--- src/rtl/pcr_pkg.sv ---
`timescale 1ns/1ps
package pcr_pkg;
  typedef enum logic {
    SEL_CFG = 1'b0,
    SEL_ACT = 1'b1
  } reg_sel_e;
endpackage

--- src/rtl/pcr_window.sv ---
`timescale 1ns/1ps
module pcr_window #(
  parameter int unsigned WIN_CYC = 4
) (
  input  logic clk_i,
  input  logic rst_ni,
  input  logic arm_i,
  input  logic close_i,
  output logic open_o
);
  localparam int unsigned CNT_W = $clog2(WIN_CYC + 1);
  localparam logic [CNT_W-1:0] CNT_LOAD = CNT_W'(WIN_CYC);

  logic [CNT_W-1:0] cnt_q;

  // arm wins over close so a re-arm in the window restarts it
  always_ff @(posedge clk_i or negedge rst_ni) begin
    if (!rst_ni)                cnt_q <= '0;
    else if (arm_i)             cnt_q <= CNT_LOAD;
    else if (close_i)           cnt_q <= '0;
    else if (cnt_q != '0)       cnt_q <= cnt_q - CNT_W'(1);
  end

  assign open_o = (cnt_q != '0);

  p_cnt_bound_r4: assert property (@(posedge clk_i) disable iff (!rst_ni)
    cnt_q <= CNT_LOAD);
  p_arm_opens_r2: assert property (@(posedge clk_i) disable iff (!rst_ni)
    arm_i |=> open_o);
  p_close_shuts_r3: assert property (@(posedge clk_i) disable iff (!rst_ni)
    (close_i && !arm_i) |=> !open_o);
endmodule

--- src/rtl/pcr_cfg_field.sv ---
`timescale 1ns/1ps
module pcr_cfg_field
  import pcr_pkg::*;
#(
  parameter int unsigned DATA_W  = 8,
  parameter int unsigned CE_BIT  = 7,
  parameter int unsigned WIN_CYC = 4,
  parameter logic [DATA_W-2:0] FIELD_RST = '0
) (
  input  logic              clk_i,
  input  logic              rst_ni,
  input  logic              wr_en_i,
  input  logic              wr_sel_i,
  input  logic [DATA_W-1:0] wr_data_i,
  output logic [DATA_W-2:0] field_o,
  output logic              open_o,
  output logic [DATA_W-1:0] rd_word_o
);
  localparam int unsigned FIELD_W = DATA_W - 1;

  logic [FIELD_W-1:0] field_q;
  logic [FIELD_W-1:0] wr_rest;
  logic hit, ce, arm, commit, abort;

  // split write data around the change-enable bit, rebuild read word
  for (genvar g = 0; g < DATA_W; g++) begin : g_map
    if (g < CE_BIT) begin : g_lo
      assign wr_rest[g]   = wr_data_i[g];
      assign rd_word_o[g] = field_q[g];
    end else if (g > CE_BIT) begin : g_hi
      assign wr_rest[g-1] = wr_data_i[g];
      assign rd_word_o[g] = field_q[g-1];
    end else begin : g_ce
      assign rd_word_o[g] = open_o;
    end
  end

  assign hit    = wr_en_i && (wr_sel_i == SEL_CFG);
  assign ce     = wr_data_i[CE_BIT];
  assign arm    = hit && ce && (wr_rest == '0);
  assign abort  = hit && ce && (wr_rest != '0);
  assign commit = hit && !ce && open_o;

  pcr_window #(.WIN_CYC(WIN_CYC)) i_win (
    .clk_i  (clk_i),
    .rst_ni (rst_ni),
    .arm_i  (arm),
    .close_i(commit || abort),
    .open_o (open_o)
  );

  always_ff @(posedge clk_i or negedge rst_ni) begin
    if (!rst_ni)     field_q <= FIELD_RST;
    else if (commit) field_q <= wr_rest;
  end

  assign field_o = field_q;

  p_field_guard_r4: assert property (@(posedge clk_i) disable iff (!rst_ni)
    !(wr_en_i && (wr_sel_i == SEL_CFG) && !wr_data_i[CE_BIT]) |=> $stable(field_o));
  p_bad_arm_r5: assert property (@(posedge clk_i) disable iff (!rst_ni)
    (abort && !open_o) |=> !open_o);
endmodule

--- src/rtl/pcr_action.sv ---
`timescale 1ns/1ps
module pcr_action
  import pcr_pkg::*;
#(
  parameter int unsigned DATA_W    = 8,
  parameter int unsigned ARM_BIT   = 1,
  parameter int unsigned ACT_BIT   = 0,
  parameter int unsigned WIN_CYC   = 4,
  parameter int unsigned ACT_DELAY = 3
) (
  input  logic              clk_i,
  input  logic              rst_ni,
  input  logic              wr_en_i,
  input  logic              wr_sel_i,
  input  logic [DATA_W-1:0] wr_data_i,
  output logic              open_o,
  output logic              act_o,
  output logic [DATA_W-1:0] rd_word_o
);
  localparam int unsigned DLY_W = (ACT_DELAY > 0) ? $clog2(ACT_DELAY + 1) : 1;
  localparam logic [DLY_W-1:0] DLY_LOAD = DLY_W'(ACT_DELAY);

  logic hit, a_bit, x_bit, arm, commit, clr, stray;
  logic req_q;
  logic [DLY_W-1:0] dly_q;

  assign hit    = wr_en_i && (wr_sel_i == SEL_ACT);
  assign a_bit  = wr_data_i[ARM_BIT];
  assign x_bit  = wr_data_i[ACT_BIT];
  assign arm    = hit && a_bit && x_bit;
  assign commit = hit && !a_bit && x_bit && open_o;
  assign clr    = hit && !a_bit && !x_bit;
  assign stray  = hit && a_bit && !x_bit;

  pcr_window #(.WIN_CYC(WIN_CYC)) i_win (
    .clk_i  (clk_i),
    .rst_ni (rst_ni),
    .arm_i  (arm),
    .close_i(commit || clr || stray),
    .open_o (open_o)
  );

  always_ff @(posedge clk_i or negedge rst_ni) begin
    if (!rst_ni) begin
      req_q <= 1'b0;
      dly_q <= '0;
    end else if (clr) begin
      req_q <= 1'b0;
      dly_q <= '0;
    end else if (commit && !req_q) begin
      req_q <= 1'b1;
      dly_q <= DLY_LOAD;
    end else if (req_q && (dly_q != '0)) begin
      dly_q <= dly_q - DLY_W'(1);
    end
  end

  assign act_o = req_q && (dly_q == '0);

  always_comb begin
    rd_word_o          = '0;
    rd_word_o[ARM_BIT] = open_o;
    rd_word_o[ACT_BIT] = req_q;
  end

  p_act_needs_req_r9: assert property (@(posedge clk_i) disable iff (!rst_ni)
    act_o |-> req_q);
  p_act_rise_r9: assert property (@(posedge clk_i) disable iff (!rst_ni)
    $rose(act_o) |-> $past(req_q));
  p_clear_r10: assert property (@(posedge clk_i) disable iff (!rst_ni)
    clr |=> (!act_o && !req_q && !open_o));
endmodule

--- src/rtl/prot_cfg_reg.sv ---
`timescale 1ns/1ps
module prot_cfg_reg
  import pcr_pkg::*;
#(
  parameter int unsigned DATA_W    = 8,
  parameter int unsigned CE_BIT    = 7,
  parameter int unsigned ARM_BIT   = 1,
  parameter int unsigned ACT_BIT   = 0,
  parameter int unsigned WIN_CYC   = 4,
  parameter int unsigned ACT_DELAY = 3,
  parameter logic [DATA_W-2:0] FIELD_RST = '0
) (
  input  logic              clk_i,
  input  logic              rst_ni,
  input  logic              wr_en_i,
  input  logic              wr_sel_i,
  input  logic [DATA_W-1:0] wr_data_i,
  input  logic              rd_sel_i,
  output logic [DATA_W-1:0] rd_data_o,
  output logic [DATA_W-2:0] field_o,
  output logic              win_open_o,
  output logic              act_win_open_o,
  output logic              act_o
);
  logic [DATA_W-1:0] cfg_word, act_word;

  pcr_cfg_field #(
    .DATA_W   (DATA_W),
    .CE_BIT   (CE_BIT),
    .WIN_CYC  (WIN_CYC),
    .FIELD_RST(FIELD_RST)
  ) i_cfg (
    .clk_i    (clk_i),
    .rst_ni   (rst_ni),
    .wr_en_i  (wr_en_i),
    .wr_sel_i (wr_sel_i),
    .wr_data_i(wr_data_i),
    .field_o  (field_o),
    .open_o   (win_open_o),
    .rd_word_o(cfg_word)
  );

  pcr_action #(
    .DATA_W   (DATA_W),
    .ARM_BIT  (ARM_BIT),
    .ACT_BIT  (ACT_BIT),
    .WIN_CYC  (WIN_CYC),
    .ACT_DELAY(ACT_DELAY)
  ) i_act (
    .clk_i    (clk_i),
    .rst_ni   (rst_ni),
    .wr_en_i  (wr_en_i),
    .wr_sel_i (wr_sel_i),
    .wr_data_i(wr_data_i),
    .open_o   (act_win_open_o),
    .act_o    (act_o),
    .rd_word_o(act_word)
  );

  assign rd_data_o = (rd_sel_i == SEL_ACT) ? act_word : cfg_word;

  p_read_ce_r7: assert property (@(posedge clk_i) disable iff (!rst_ni)
    (rd_sel_i == SEL_CFG) |-> (rd_data_o[CE_BIT] == win_open_o));
  p_isolate_r11: assert property (@(posedge clk_i) disable iff (!rst_ni)
    (wr_en_i && (wr_sel_i == SEL_ACT)) |=> $stable(field_o));
endmodule

--- config.mk ---
export PLATFORM = sky130hd
export DESIGN_NAME = prot_cfg_reg
export DESIGN_NICKNAME = d
export VERILOG_FILES = /design/src/rtl/pcr_pkg.sv /design/src/rtl/pcr_window.sv /design/src/rtl/pcr_cfg_field.sv /design/src/rtl/pcr_action.sv /design/src/rtl/prot_cfg_reg.sv
export SDC_FILE = /design/constraint.sdc
export NUM_CORES = 1
export LEC_CHECK = 0
export BUFFER_PORTS_ARGS = -buffer_cell sky130_fd_sc_hd__buf_2
export CORE_AREA = 5 5 52 54
export CTS_CLUSTER_DIAMETER = 60
export DETAILED_ROUTE_END_ITERATION = 12
export DIE_AREA = 0 0 57 59
export PLACE_DENSITY = 0.82
export SYNTH_ARGS = -nofsm -noshare
export SYNTH_HDL_FRONTEND = slang
export SYNTH_SLANG_ARGS = --single-unit
--- constraint.sdc ---
create_clock -name clk_i -period 2 [get_ports clk_i]
set_clock_uncertainty 0.2 [all_clocks]
set_input_delay 0.5 -clock clk_i [delete_from_list [all_inputs] [get_ports clk_i]]
set_output_delay 0.5 -clock clk_i [all_outputs]
set_load 0.005 [all_outputs]
==> results.yml <==
place:
  gp_congestion: 0.786
  port-buffer-count: 30
  dp_hpwl_um: 1540
  place_ws_ns: 0.0327
die:
  num_io_pins: 31
  initial_core_util_pct: 41.8
  die_h_um: 59
  core_mm2: 0.00217
  num_rows: 17
  die_w_um: 57
  dieArea_mm2: 0.00336
pwr:
  power_w: 0.00197
  p_leak_nw: 0.631
  powerDensity_mw_per_mm2: 1540
  ir_worst_vdd_uv: 765
timing:
  setup_viol: 2
  final_hold_viol_count: 0
  finalCriticalPeriod_ns: 2.14
  slew_viol_final: 0
  worst_pin_slew_ns: 0.455
  fin_crit_sh_pct: 107
  relSlewSlack_pct: 69.5
  setup_slack_ns: -0.144
  fmax_ghz: 0.466
  rsz0062_at_grt: "true"
clock_tree:
  htree_levels: 1
  clk_path_buf_depth: 2
  cts_tree: "yes"
  clockRootBuffer: "clkbuf_4"
  cts_sinks: 16
  cts-buffers-inserted: 3
  clk_pin_slew_ns: 0.10
  clk_latency_ns: 0.29
drt:
  routed_via_density: 5.14
  dr.pass1.iters: 3
  wl_per_cell_um: 14.6
  drtIter0Drc: 6
  post-route-drc-count: 0
  antenna_left: 0
  vias: 781
  routed_wl_um: 2210
synth:
  synthArstFlopShare_pct: 100
  synth_top_cell_by_area: "dfrtp_1"
  yosysWarnings: 0
  synthCells: 83
  synth_edf_count: 0
  yosysSeqAreaShare_pct: 44.1
  synth-main-ff-cell: "dfrtp_1"
  yosys.area.top_type_share_pct: 44.1
  avgSynthCellArea_um2: 10.9
  netlist_area_um2: 907
  yosysMostFrequentCell: "dfrtp_1"
  yosys-top-cells-area: "dfrtp_1 (44%), mux2_4 (12%), ha_1 (6.9%)"
  synth_seq_cells: 16
  synth_common_cells: "dfrtp_1 (16), inv_1 (9), nor2b_1 (8)"
  yosys.cell_types.count: 29
  synthesis.nets: 101
critical_path:
  critPathTopFamily: "flip-flops"
  critPathRequiredTime_ns: 1.30
  slowest_delay_ns: 0.41
  crit_path_end_kind: "output pin"
  cp_cell_sequence: "inv_2, ha_4, ha_4, inv_2, mux2_4, buf_6"
  regToRegEndpoint: "i_act.dly_q[0]$_DFFE_PN0P_"
  cp-endpoint: "rd_data_o[1]"
  r2r-start: "i_act.i_win.cnt_q[0]$_DFFE_PN0P_"
  reg2reg_slack_ns: 0.06
  r2r.worst_path.cells: 9
  worstPathArrival_ns: 1.44
  cp.depth: 6
  critical_path_class: "flop to output pin"
  critPathLaunch: "i_act.i_win.cnt_q[0]$_DFFE_PN0P_"
  slowest_stage: "dfrtp_1"
  crit_fanout: 2
  worst-path-buf-inv: 3
  startpoint_type: "flop"
final_layout:
  final.fill_count: 187
  final_layout_size_suffix_gt1_share_pct: 53.2
  area_growth_pct: 40.7
  nets: 143
  post-route-util_pct: 58.8
  antenna_cells: 0
global_route:
  grt_pass1_vias: 805
  antenna_found_initial: 0
  grt_overflow: 0
  grt_start_max_net_pins: 17
  grt_pass1_wl_um: 3570
  grtUsageTotal_pct: 13.7
run:
  drv_cap: 0
run_status:
  status: "finished with violations"
  violations: "negative setup slack"
min_path:
  hold_class: "primary input to flop"
layout make-up:
class	instances	area, µm²	area share (%)
repair buffers	39	243	19.0
clock buffers	4	36.3	2.84
inverters	9	36.3	2.84
multi-input cells	56	526	41.2
well taps	28	35.0	2.75
flip-flops and latches	16	400	31.4
layout by cell type (no fill, tap or decap), drive strengths merged:
cell and count:
o32ai 1, or3 1, nor4b 1, o21ai 2, buf 38, o31ai 2
a211oi 1, o211ai 3, nand2b 2, nand3b 1, dfrtp 16, nor2b 8
a221oi 1, mux2i 1, dlygate4sd3 1, nand2 2, and2 2, xor2 1
clkbuf 4, mux2 10, inv 9, nand3 2, nor2 4, a21o 1
nor4 1, a21oi 2, nor3 1, a31oi 1, ha 5
sequential cells by signal, indices dropped and copies added, names as in the netlist:
signal             count
i_cfg.i_win.cnt_q      3
i_act.dly_q            2
i_cfg.field_o          7
i_act.i_win.cnt_q      3
i_act.req_q            1
timing repair:
| action | CTS | global route |
|---|---|---|
| setup endpoints to repair | 4 | 5 |
| hold buffers | 1 | 0 |
| pin swaps | 2 | 3 |
| endpoints found under the hold margin | 16 | 0 |
| buffers inserted | 6 | 1 |
| gates resized for setup | 15 | 11 |
metrics by stage:
stage	instance area [µm²]	TNS, ns	hold slack, ns	std cells
5_1_grt	1280	-0.386	0.234	152
3_5_place_dp	1090	0	0.238	141
6_report	1280	-0.150	0.260	152
2_1_floorplan	907	0	0.00441	83
4_1_cts	1240	-0.331	0.259	152
3_3_place_gp	1090	0	0.227	141
cell families after synthesis:
family	Yosys count	share of synthesized area (%)
muxes	11	16.4
DFF	16	44.1
xor gates and xnor gates	1	0.966
and+or+nand+nor	25	15.6
AOI/OAI and AO/OA	14	10.6
buffers and inverters	11	5.38
adders and majority gates	5	6.90
where the power goes:
group / switching (W) / internal, W / leakage (nW) / total, W
clock network: 0.000103 / 0.000111 / 0.0210 / 0.000214
registers: 0.000118 / 0.000485 / 0.192 / 0.000603
logic: 0.000467 / 0.000680 / 0.418 / 0.00115
worst min path at each step:
| stage | from | cells after the start | end | slack [ns] |
|---|---|---|---|---|
| floorplan | rst_ni | 0 | i_act.dly_q[0]$_DFFE_PN0P_ | 0.004 |
| global placement | rst_ni | 1 | i_act.i_win.cnt_q[2]$_DFFE_PN0P_ | 0.23 |
| detailed placement | rst_ni | 1 | i_act.i_win.cnt_q[2]$_DFFE_PN0P_ | 0.24 |
| CTS | wr_data_i[6] | 2 | i_cfg.field_o[6]$_DFFE_PN0P_ | 0.26 |
| global route | wr_data_i[6] | 2 | i_cfg.field_o[6]$_DFFE_PN0P_ | 0.23 |
| finish | wr_data_i[6] | 2 | i_cfg.field_o[6]$_DFFE_PN0P_ | 0.26 |
metal layers:
metal	wire (µm)	part of all wire, %	track usage (%)
met5	0	0	0
met1	979	44	17.2
met4	69	3.1	7.28
met2	1040	47	22.0
met3	120	5.4	2.83
Note: power is estimated with default switching activity, not from simulation.
